## src/rtl/frac_ref_pkg.sv

```systemverilog
package frac_ref_pkg;

  typedef enum logic {
    DSM_FIRST  = 1'b0,
    DSM_SECOND = 1'b1
  } dsm_order_e;

  typedef struct packed {
    logic c1;
    logic c2;
    logic c2_prev;
  } dsm_carry_t;

endpackage

```

## src/rtl/frac_ref_dsm.sv

```systemverilog
module frac_ref_dsm
  import frac_ref_pkg::*;
#(
  parameter int FW = 12
) (
  input  logic                clk,
  input  logic                rst_n,
  input  dsm_order_e          order,
  input  logic [FW-1:0]       frac,
  output logic signed [2:0]   ratio_off,
  output dsm_carry_t          carries
);

  logic [FW-1:0] acc1_q, acc2_q;
  logic          c2p_q;
  logic [FW:0]   sum1, sum2;

  function automatic logic [FW:0] add_carry(input logic [FW-1:0] a, input logic [FW-1:0] b);
    return {1'b0, a} + {1'b0, b};
  endfunction

  function automatic logic signed [2:0] combine(input logic c1, input logic c2, input logic c2p);
    return $signed({2'b00, c1}) + $signed({2'b00, c2}) - $signed({2'b00, c2p});
  endfunction

  always_comb begin
    sum1 = add_carry(acc1_q, frac);
    if (order == DSM_SECOND) sum2 = add_carry(acc2_q, sum1[FW-1:0]);
    else                     sum2 = '0;
    carries.c1      = sum1[FW];
    carries.c2      = sum2[FW];
    carries.c2_prev = c2p_q;
    ratio_off       = combine(sum1[FW], sum2[FW], c2p_q);
  end

  always_ff @(posedge clk) begin
    if (!rst_n) begin
      acc1_q <= '0;
      acc2_q <= '0;
      c2p_q  <= 1'b0;
    end else begin
      acc1_q <= sum1[FW-1:0];
      acc2_q <= sum2[FW-1:0];
      c2p_q  <= sum2[FW];
    end
  end

endmodule

```

## src/rtl/frac_ref_phase.sv

```systemverilog
module frac_ref_phase #(
  parameter int FW = 12,
  parameter int PW = FW + 3
) (
  input  logic                 clk,
  input  logic                 rst_n,
  input  logic [FW-1:0]        frac,
  input  logic signed [2:0]    ratio_off,
  output logic signed [PW-1:0] ph_next,
  output logic signed [PW-1:0] ph_q
);

  localparam logic signed [PW-1:0] PH_HI = PW'(2 ** FW);
  localparam logic signed [PW-1:0] PH_LO = -PH_HI;

  function automatic logic signed [PW-1:0] phase_step(
    input logic signed [PW-1:0] ph,
    input logic [FW-1:0]        f,
    input logic signed [2:0]    off
  );
    logic signed [PW-1:0] f_ext;
    logic signed [PW-1:0] o_ext;
    f_ext = $signed({{(PW-FW){1'b0}}, f});
    o_ext = $signed({{(PW-3){off[2]}}, off}) <<< FW;
    return ph + f_ext - o_ext;
  endfunction

  always_comb ph_next = phase_step(ph_q, frac, ratio_off);

  always_ff @(posedge clk) begin
    if (!rst_n) ph_q <= '0;
    else        ph_q <= ph_next;
  end

  AST_PHASE_BOUND: assert property (@(posedge clk) disable iff (!rst_n)
    (ph_q >= PH_LO) && (ph_q < PH_HI));

endmodule

```

## src/rtl/frac_ref_code_map.sv

```systemverilog
module frac_ref_code_map #(
  parameter int FW     = 12,
  parameter int PW     = FW + 3,
  parameter int GW     = 12,
  parameter int CW     = 10,
  parameter int OW     = 8,
  parameter int TBL_AW = 4
) (
  input  logic                 clk,
  input  logic                 rst_n,
  input  logic signed [PW-1:0] ph_next,
  input  logic [GW-1:0]        gain,
  input  logic                 tbl_we,
  input  logic [TBL_AW-1:0]    tbl_addr,
  input  logic [OW-1:0]        tbl_wdata,
  output logic [CW-1:0]        code_next,
  output logic                 raw_low,
  output logic                 raw_high
);

  localparam int TBL_N = 2 ** TBL_AW;
  localparam int PRODW = PW + GW + 1;
  localparam int SUMW  = PRODW + 1;
  localparam logic signed [SUMW-1:0] BIAS     = SUMW'(2 ** (CW - 1));
  localparam logic signed [SUMW-1:0] CODE_MAX = SUMW'((2 ** CW) - 1);

  logic signed [OW-1:0]   tbl_q [TBL_N];
  logic signed [SUMW-1:0] raw_code;
  logic [CW-1:0]          clamped;
  logic [TBL_AW-1:0]      tbl_idx;
  logic signed [SUMW-1:0] corr_sum;

  function automatic logic signed [SUMW-1:0] scale_raw(
    input logic signed [PW-1:0] ph,
    input logic [GW-1:0]        g
  );
    logic signed [PRODW-1:0] ph_x, g_x, prod, shr;
    ph_x = $signed({{(PRODW-PW){ph[PW-1]}}, ph});
    g_x  = $signed({{(PRODW-GW){1'b0}}, g});
    prod = ph_x * g_x;
    shr  = prod >>> FW;
    return $signed({shr[PRODW-1], shr}) + BIAS;
  endfunction

  function automatic logic [CW-1:0] clamp_code(input logic signed [SUMW-1:0] v);
    if (v < 0)             return '0;
    else if (v > CODE_MAX) return '1;
    else                   return v[CW-1:0];
  endfunction

  always_comb begin
    raw_code  = scale_raw(ph_next, gain);
    raw_low   = raw_code < 0;
    raw_high  = raw_code > CODE_MAX;
    clamped   = clamp_code(raw_code);
    tbl_idx   = clamped[CW-1 -: TBL_AW];
    corr_sum  = $signed({{(SUMW-CW){1'b0}}, clamped})
              + $signed({{(SUMW-OW){tbl_q[tbl_idx][OW-1]}}, tbl_q[tbl_idx]});
    code_next = clamp_code(corr_sum);
  end

  for (genvar i = 0; i < TBL_N; i++) begin : g_tbl
    always_ff @(posedge clk) begin
      if (!rst_n)                                   tbl_q[i] <= '0;
      else if (tbl_we && tbl_addr == TBL_AW'(i))    tbl_q[i] <= tbl_wdata;
    end
  end

  AST_TBL_WRITE: assert property (@(posedge clk) disable iff (!rst_n)
    tbl_we |=> tbl_q[$past(tbl_addr)] == $signed($past(tbl_wdata)));

endmodule

```

## src/rtl/frac_ref_dtc_ctrl.sv

```systemverilog
module frac_ref_dtc_ctrl
  import frac_ref_pkg::*;
#(
  parameter int IW     = 6,
  parameter int FW     = 12,
  parameter int GW     = 12,
  parameter int CW     = 10,
  parameter int OW     = 8,
  parameter int TBL_AW = 4
) (
  input  logic              clk_ref,
  input  logic              rst_n,
  input  logic              dsm_order2,
  input  logic [IW-1:0]     fcw_int,
  input  logic [FW-1:0]     fcw_frac,
  input  logic [GW-1:0]     dtc_gain,
  input  logic              tbl_we,
  input  logic [TBL_AW-1:0] tbl_addr,
  input  logic [OW-1:0]     tbl_wdata,
  output logic [IW+1:0]     div_ratio,
  output logic [CW-1:0]     dtc_code
);

  localparam int RW = IW + 2;
  localparam int PW = FW + 3;

  dsm_order_e           order;
  logic signed [2:0]    ratio_off;
  dsm_carry_t           carries;
  logic signed [PW-1:0] ph_next, ph_q;
  logic [CW-1:0]        code_next;
  logic                 raw_low, raw_high;
  logic [RW-1:0]        ratio_next;
  logic                 seen_q;

  assign order = dsm_order2 ? DSM_SECOND : DSM_FIRST;

  function automatic logic [RW-1:0] apply_offset(input logic [IW-1:0] base, input logic signed [2:0] off);
    return {2'b00, base} + {{(RW-3){off[2]}}, off};
  endfunction

  assign ratio_next = apply_offset(fcw_int, ratio_off);

  frac_ref_dsm #(.FW(FW)) u_dsm (
    .clk(clk_ref), .rst_n(rst_n), .order(order), .frac(fcw_frac),
    .ratio_off(ratio_off), .carries(carries)
  );

  frac_ref_phase #(.FW(FW), .PW(PW)) u_phase (
    .clk(clk_ref), .rst_n(rst_n), .frac(fcw_frac), .ratio_off(ratio_off),
    .ph_next(ph_next), .ph_q(ph_q)
  );

  frac_ref_code_map #(.FW(FW), .PW(PW), .GW(GW), .CW(CW), .OW(OW), .TBL_AW(TBL_AW)) u_map (
    .clk(clk_ref), .rst_n(rst_n), .ph_next(ph_next), .gain(dtc_gain),
    .tbl_we(tbl_we), .tbl_addr(tbl_addr), .tbl_wdata(tbl_wdata),
    .code_next(code_next), .raw_low(raw_low), .raw_high(raw_high)
  );

  always_ff @(posedge clk_ref) begin
    if (!rst_n) begin
      div_ratio <= '0;
      dtc_code  <= '0;
      seen_q    <= 1'b0;
    end else begin
      div_ratio <= ratio_next;
      dtc_code  <= code_next;
      seen_q    <= 1'b1;
    end
  end

  AST_RATIO_WINDOW: assert property (@(posedge clk_ref) disable iff (!rst_n)
    seen_q |-> ((div_ratio + RW'(1) >= {2'b00, $past(fcw_int)}) &&
                (div_ratio <= {2'b00, $past(fcw_int)} + RW'(2))));

  AST_INTN_HOLD: assert property (@(posedge clk_ref) disable iff (!rst_n)
    (seen_q && fcw_frac == '0 && !dsm_order2 && !$past(dsm_order2) &&
     $stable(dtc_gain) && !$past(tbl_we))
    |=> ($stable(dtc_code) && div_ratio == {2'b00, $past(fcw_int)}));

endmodule

```

## config.mk

```make
export PLATFORM = sky130hd
export DESIGN_NAME = frac_ref_dtc_ctrl
export DESIGN_NICKNAME = d
export VERILOG_FILES = /design/src/rtl/frac_ref_pkg.sv /design/src/rtl/frac_ref_dsm.sv /design/src/rtl/frac_ref_phase.sv /design/src/rtl/frac_ref_code_map.sv /design/src/rtl/frac_ref_dtc_ctrl.sv
export SDC_FILE = /design/constraint.sdc
export NUM_CORES = 1
export LEC_CHECK = 0
export ABC_AREA = 0
export BUFFER_PORTS_ARGS = -buffer_cell sky130_fd_sc_hd__buf_2
export CORE_AREA = 2 2 169 171
export DETAILED_ROUTE_END_ITERATION = 7
export DIE_AREA = 0 0 171 173
export GPL_TIMING_DRIVEN = 0
export PLACE_DENSITY = 0.88
export SLEW_MARGIN = 5
export SYNTH_ARGS = -nofsm -noshare
export SYNTH_HDL_FRONTEND = slang
export SYNTH_SLANG_ARGS = --single-unit
```

## constraint.sdc

```tcl
create_clock -name clk_ref -period 23.5 [get_ports clk_ref]
set_input_delay 4.7 -clock clk_ref [delete_from_list [all_inputs] [get_ports clk_ref]]
set_output_delay 4.7 -clock clk_ref [all_outputs]
set_load 0.03 [all_outputs]
```

Word level (Yosys, flattened, before mapping)
Memory sizes are Yosys's and may differ from the RTL's.
Index checks and enable logic that the tools add are counted.
- $add $sub $neg: 9
- $mul: 1
- div/mod/pow operators: 0
- $lt $le $gt $ge: 4
- equality and inequality tests: 15
- shift operators: 0
- muxes and demuxes: 70
- bitwise operators: 17
- reductions and logical operators: 19
- operator list (kind ; number):
    $mux 8 ; 16
    $mux 1 ; 50
    $eq 4x4->1 const B ; 8
    $mux 10 ; 3
    $mul 15x13->28 ; 1
    $add 12x12->13 ; 2
    $add 16x11->17 const B ; 1
    $gt 17x11->1 const B ; 1
    $lt 17x1->1 const B ; 1
    $eq 4x3->1 const B ; 4
    $logic_and 1x1->1 ; 16
    $or 1x1->1 ; 16
    $add 15x13->15 ; 1
    $sub 15x15->15 ; 1
    $mux 13 ; 1
    $add 11x8->12 ; 1
    $gt 12x11->1 const B ; 1
    $lt 12x1->1 const B ; 1
    $add 7x3->8 ; 1
    $eq 4x2->1 const B ; 2
    $eq 4x1->1 const B ; 1
    $logic_not 4->1 ; 1
    $sub 2x1->3 ; 1
    $add 1x1->2 ; 1
    other kinds (3) ; 3
- register bits after elaboration: 58
- latch bits: 0
- RAM bits: 128
- bits in read-only memories: 0
- output and inout bits: 18
- memories kept: 1
- memories (memory ; words ; width ; rd ports ; clocked after memory_dff ; write ports ; RTL line ; source):
    u_map.tbl_q ; 16 ; 8 ; 1 ; 0 ; 16 ; frac_ref_code_map.sv:27 ; logic signed [OW-1:0] tbl_q [TBL_N];

Logic depth before layout (Yosys ltp)
An unclocked memory read counts as a cell.
- depth in word-level cells: 15
- depth in mapped cells: 76
- depth with buffers taken out: 72

Modules after synthesis
A second synthesis with hierarchy kept.
- cell total of the unflattened synthesis: 1914
- area total of the unflattened synthesis: 18355.1 µm²
- modules (own cells, without submodules) (module ; instances ; cells each ; area each (µm²) ; seq. area each (µm²)):
    frac_ref_code_map ; 1 ; 1438 ; 14254.9 ; 3843.7
    frac_ref_dsm ; 1 ; 200 ; 1776.7 ; 500.5
    frac_ref_phase ; 1 ; 195 ; 1535.2 ; 300.3
    frac_ref_dtc_ctrl ; 1 ; 81 ; 788.3 ; 360.3

Least setup slack after synthesis
Ideal clock, no wire load.
- path kind: input-to-reg
- start: input port fcw_frac[1]
- end: register dtc_code[2]
- arrival time: 18.196 ns
- slack: 5.189 ns
- stages on the path: 68
- path buffers: 5
- path through: ha_1 a21o_1 a21oi_1 o21ai_0 a21oi_1 nor2b_1 o21a_1 o21ai_0 nand2_1 a21oi_1 xnor2_1 ha_1 a21oi_1 o21ai_0 a21o_1 a21oi_1 nor2b_1 ha_1 [... 32 more ...] o31ai_1 ha_1 inv_1 fa_1 nor2b_1 o21ai_0 a21boi_0 o21ai_0 a21boi_0 o21ai_0 nand2b_1 a21o_1 nand2_1 o21ai_0 nor2_1 mux2i_1 nand2_1 o21a_1
- RTL lines (element ; RTL line ; source):
    from (decl) ; frac_ref_dtc_ctrl.sv:15 ; input logic [FW-1:0] fcw_frac,
    to (signal assigned) ; frac_ref_dtc_ctrl.sv:67 ; dtc_code <= code_next;
    to (decl) ; frac_ref_dtc_ctrl.sv:21 ; output logic [CW-1:0] dtc_code

==> Flow_metrics.wiki <==
{| class="wikitable"
! Metric !! Value
|-
| Crit-path slowest cell || sky130_fd_sc_hd__xnor2_1
|-
| Critical Path Source || fcw_frac[0]
|-
| Number of clock sinks seen by CTS || ~190
|-
| Pins over their slew limit || 0
|-
| Arrival time reported for the critical path endpoint || approximately 21 ns
|-
| Starting density of the core || 0.6354
|-
| Area of the die || between 20,000 and 30,000 µm²
|-
| Worst slew margin || 0.1370
|-
| Share of cells above drive strength 1 || 0.08588
|-
| Final setup violation count || 0
|-
| Wire length per cell after detailed routing || around 19 µm
|-
| Critical path type || in2reg
|-
| Ys Warns || 0
|-
| Top-level I/O count || 64
|-
| Clock transition at the registers of the reported paths || 0.07 ns
|-
| Post-CTS Setup Repair Bufs || 0
|-
| Clock insertion delay at the later pin of the skew report || 0.45 ns
|-
| Hold Buf Count CTS || 0
|-
| Antenna Nets Post-Route || 0
|-
| Grt total ovfl || 0
|-
| # DRC || 0
|-
| Wire length of the first global-routing pass || ~72,000 µm
|-
| Iteration-0 DRC Markers || 1,429
|-
| Final Routed Wirelength || 44,090 µm
|-
| Die span in x || ~170 µm
|-
| Tot GR Track Use || 0.3122
|-
| Number of antenna violations at the first check in global routing || 1
|-
| Post-Syn Area per Cell || around 9.5 µm²
|-
| Syn-to-layout area delta || 7.855%
|-
| Net count reported at finish || 2,270
|-
| Count of input and output buffers || 63
|-
| Max incr delay on CP || 0.54 ns
|-
| Worst path required time || between 20 and 25 ns
|-
| CTS tree || built
|-
| Number of buffers created by CTS || 17
|-
| Largest net degree at the start of global routing || 18
|-
| Placeable core area || ~28,000 µm²
|-
| Crit share post-route || 0.8776
|-
| Unrepaired setup endpoints after global routing || false
|-
| DIE HEIGHT || roughly 170 µm
|-
| Post-synthesis instance total || 1,839
|-
| Post-synth top flop || sky130_fd_sc_hd__edfxtp_1
|-
| Endpoint class of the critical path || flop
|-
| Post-synthesis sequential element count || around 190
|-
| Detailed-route vias per instance || approximately 6.0
|-
| Share of the yosys chip area belonging to registers || 0.2851
|-
| Class of the most critical hold timing path || reg2reg
|-
| Weighted congestion reported at the end of routability-driven placement || about 0.93
|-
| Synth Net Count || 2,188
|-
| Fin crit period || between 20 and 25 ns
|-
| Post-CTS Resized || 0
|-
| Post-synthesis cell type count || 83
|-
| Root cell of the clock tree || sky130_fd_sc_hd__clkbuf_16
|-
| Setup slack of the most critical reg-to-reg path || around 7 ns
|-
| Startpoint of the worst hold path || u_dsm.acc1_q[0]$_SDFF_PN0_
|-
| Depth of the CTS H-tree || 4
|-
| Number of flops mapped to enable cells by yosys || about 130
|-
| First drt pass iteration count || 8
|-
| Setup clock skew after layout || between 0.008 and 0.009 ns
|-
| Buffer depth of the longest clock path || 2
|-
| Final total negative setup slack || 0 ns
|-
| Number of global-route vias before repair || around 14,000
|-
| Most common cell after layout, fill and taps aside || sky130_fd_sc_hd__inv_1
|-
| Most frequent cells in the layout || sky130_fd_sc_hd__inv_1 (287), sky130_fd_sc_hd__and2_1 (247), sky130_fd_sc_hd__fa_1 (168)
|-
| Final count of hold timing violations || 0
|-
| Transition at the pin with the smallest max-transition slack || 1.281 ns
|-
| HPWL after detailed placement || 33,940 µm
|-
| Achievable frequency || slightly below 50 MHz
|-
| Critical Path Start Type || input pin
|-
| Std cell rows || 61
|-
| Outcome || complete, no violations
|-
| Post-Syn Area || 17,550 µm²
|-
| Biggest fanout along the worst timing path || 10
|-
| Max Cap Viol || 0
|-
| Async set or reset register ratio after synthesis || 0
|-
| Total number of vias || between 10,000 and 15,000
|-
| Startpoint of the worst-slack reg-to-reg timing path || u_dsm.acc1_q[0]$_SDFF_PN0_
|}
-- cells in the mapped netlist, types with 6 or more instances --
library cell                 n  share of area
sky130_fd_sc_hd__a211oi_1   44          0.019
sky130_fd_sc_hd__a21boi_0    9         0.0038
sky130_fd_sc_hd__a21o_1     16         0.0068
sky130_fd_sc_hd__a21oi_1    68          0.019
sky130_fd_sc_hd__and2_1    247          0.088
sky130_fd_sc_hd__buf_2      10         0.0029
sky130_fd_sc_hd__buf_6       6         0.0038
sky130_fd_sc_hd__clkbuf_1   55          0.012
sky130_fd_sc_hd__dfxtp_1    58          0.066
sky130_fd_sc_hd__edfxtp_1  128           0.22
sky130_fd_sc_hd__fa_1      168           0.19
sky130_fd_sc_hd__ha_1      135          0.096
sky130_fd_sc_hd__inv_1     287          0.061
sky130_fd_sc_hd__mux2_2     23          0.015
sky130_fd_sc_hd__mux2i_1    10         0.0057
sky130_fd_sc_hd__nand2_1   133          0.028
sky130_fd_sc_hd__nand2b_1   13         0.0046
sky130_fd_sc_hd__nand3_1    14         0.0040
sky130_fd_sc_hd__nand4_1    15         0.0053
sky130_fd_sc_hd__nor2_1    105          0.022
sky130_fd_sc_hd__nor2b_1    23         0.0082
sky130_fd_sc_hd__nor3_1     10         0.0029
sky130_fd_sc_hd__o211ai_1    9         0.0038
sky130_fd_sc_hd__o21a_1     14         0.0060
sky130_fd_sc_hd__o21ai_0    63          0.018
sky130_fd_sc_hd__o21bai_1    9         0.0038
sky130_fd_sc_hd__o31ai_1     6         0.0026
sky130_fd_sc_hd__or3_1      11         0.0039
sky130_fd_sc_hd__xnor2_1    41          0.020
sky130_fd_sc_hd__xor2_1     13         0.0065
-- final timing paths --
kind / to / cells past startpoint
worst min-delay path: u_dsm.acc1_q[0]$_SDFF_PN0_ / 2
worst max register to register: dtc_code[9]$_SDFF_PP0_ / 66
worst min register to register: u_dsm.acc1_q[0]$_SDFF_PN0_ / 2
worst max-delay path: dtc_code[9]$_SDFF_PP0_ / 67
-- cells by family after synthesis --
group / count (synthesis) / synth area share
AO/OA/AOI/OAI: 295 / 0.1143
XOR/XNOR: 55 / 0.02822
adder cells (fa/ha/maj): 303 / 0.2878
buffers and inverters: 363 / 0.08125
flip-flops: 186 / 0.2851
multiplexers: 35 / 0.02195
AND/OR/NAND/NOR: 602 / 0.1813
-- flip-flops by register name, summed over array words and instances, names as in the netlist --
| signal | count |
|---|---|
| u_dsm.acc2_q | 12 |
| u_dsm.c2p_q | 1 |
| dtc_code | 10 |
| u_phase.ph_q | 15 |
| div_ratio | 8 |
| u_dsm.acc1_q | 12 |
| u_map.tbl_q | 128 |
-- cell type report --
type / instances / area [µm²]
diodes: 2 / 5.005
plain buffers: 73 / 335.3
clock buffers: 18 / 429.2
clock inverters: 13 / 156.4
fillers: 2062 / 8696
inverters: 290 / 1091
multi-input cells: 1290 / 11120
flip-flops and latches: 186 / 5005
well taps: 378 / 473.0
repair buffers: 63 / 315.3
-- worst max-delay path, delay by kind of cell --
kind                       cells  cell delay (ns)
adders and majority gates     16             5.88
AOI/OAI and AO/OA             25             5.57
buffers and inverters         13             1.95
and+or+nand+nor               10             1.80
xor gates and xnor gates       2             0.81
muxes                          1             0.19
-- routing by layer --
metal	wire (µm)	global-route usage
met3	4333	0.06889
met2	20400	0.4924
met1	17620	0.4163
met4	1739	0.1342
met5	0	0
-- metrics by stage --
step / std cells / cell area, µm² / utilization / setup WS (ns) / hold slack, ns
3_5_place_dp: 2280 / 18340 / 0.6639 / 2.910 / 0.5891
2_1_floorplan: 1839 / 17550 / - / 5.189 / 0.5488
3_3_place_gp: 2280 / 18340 / 0.6639 / 3.330 / 0.5725
4_1_cts: 2311 / 18930 / 0.6851 / 3.188 / 0.6045
5_1_grt: 2312 / 18930 / 0.6852 / 1.596 / 0.6351
6_report: 2313 / 18930 / 0.6853 / 2.877 / 0.6049
Power is not shown: default switching activity piles up to over one toggle a cycle in this logic, so the estimate is an artifact.
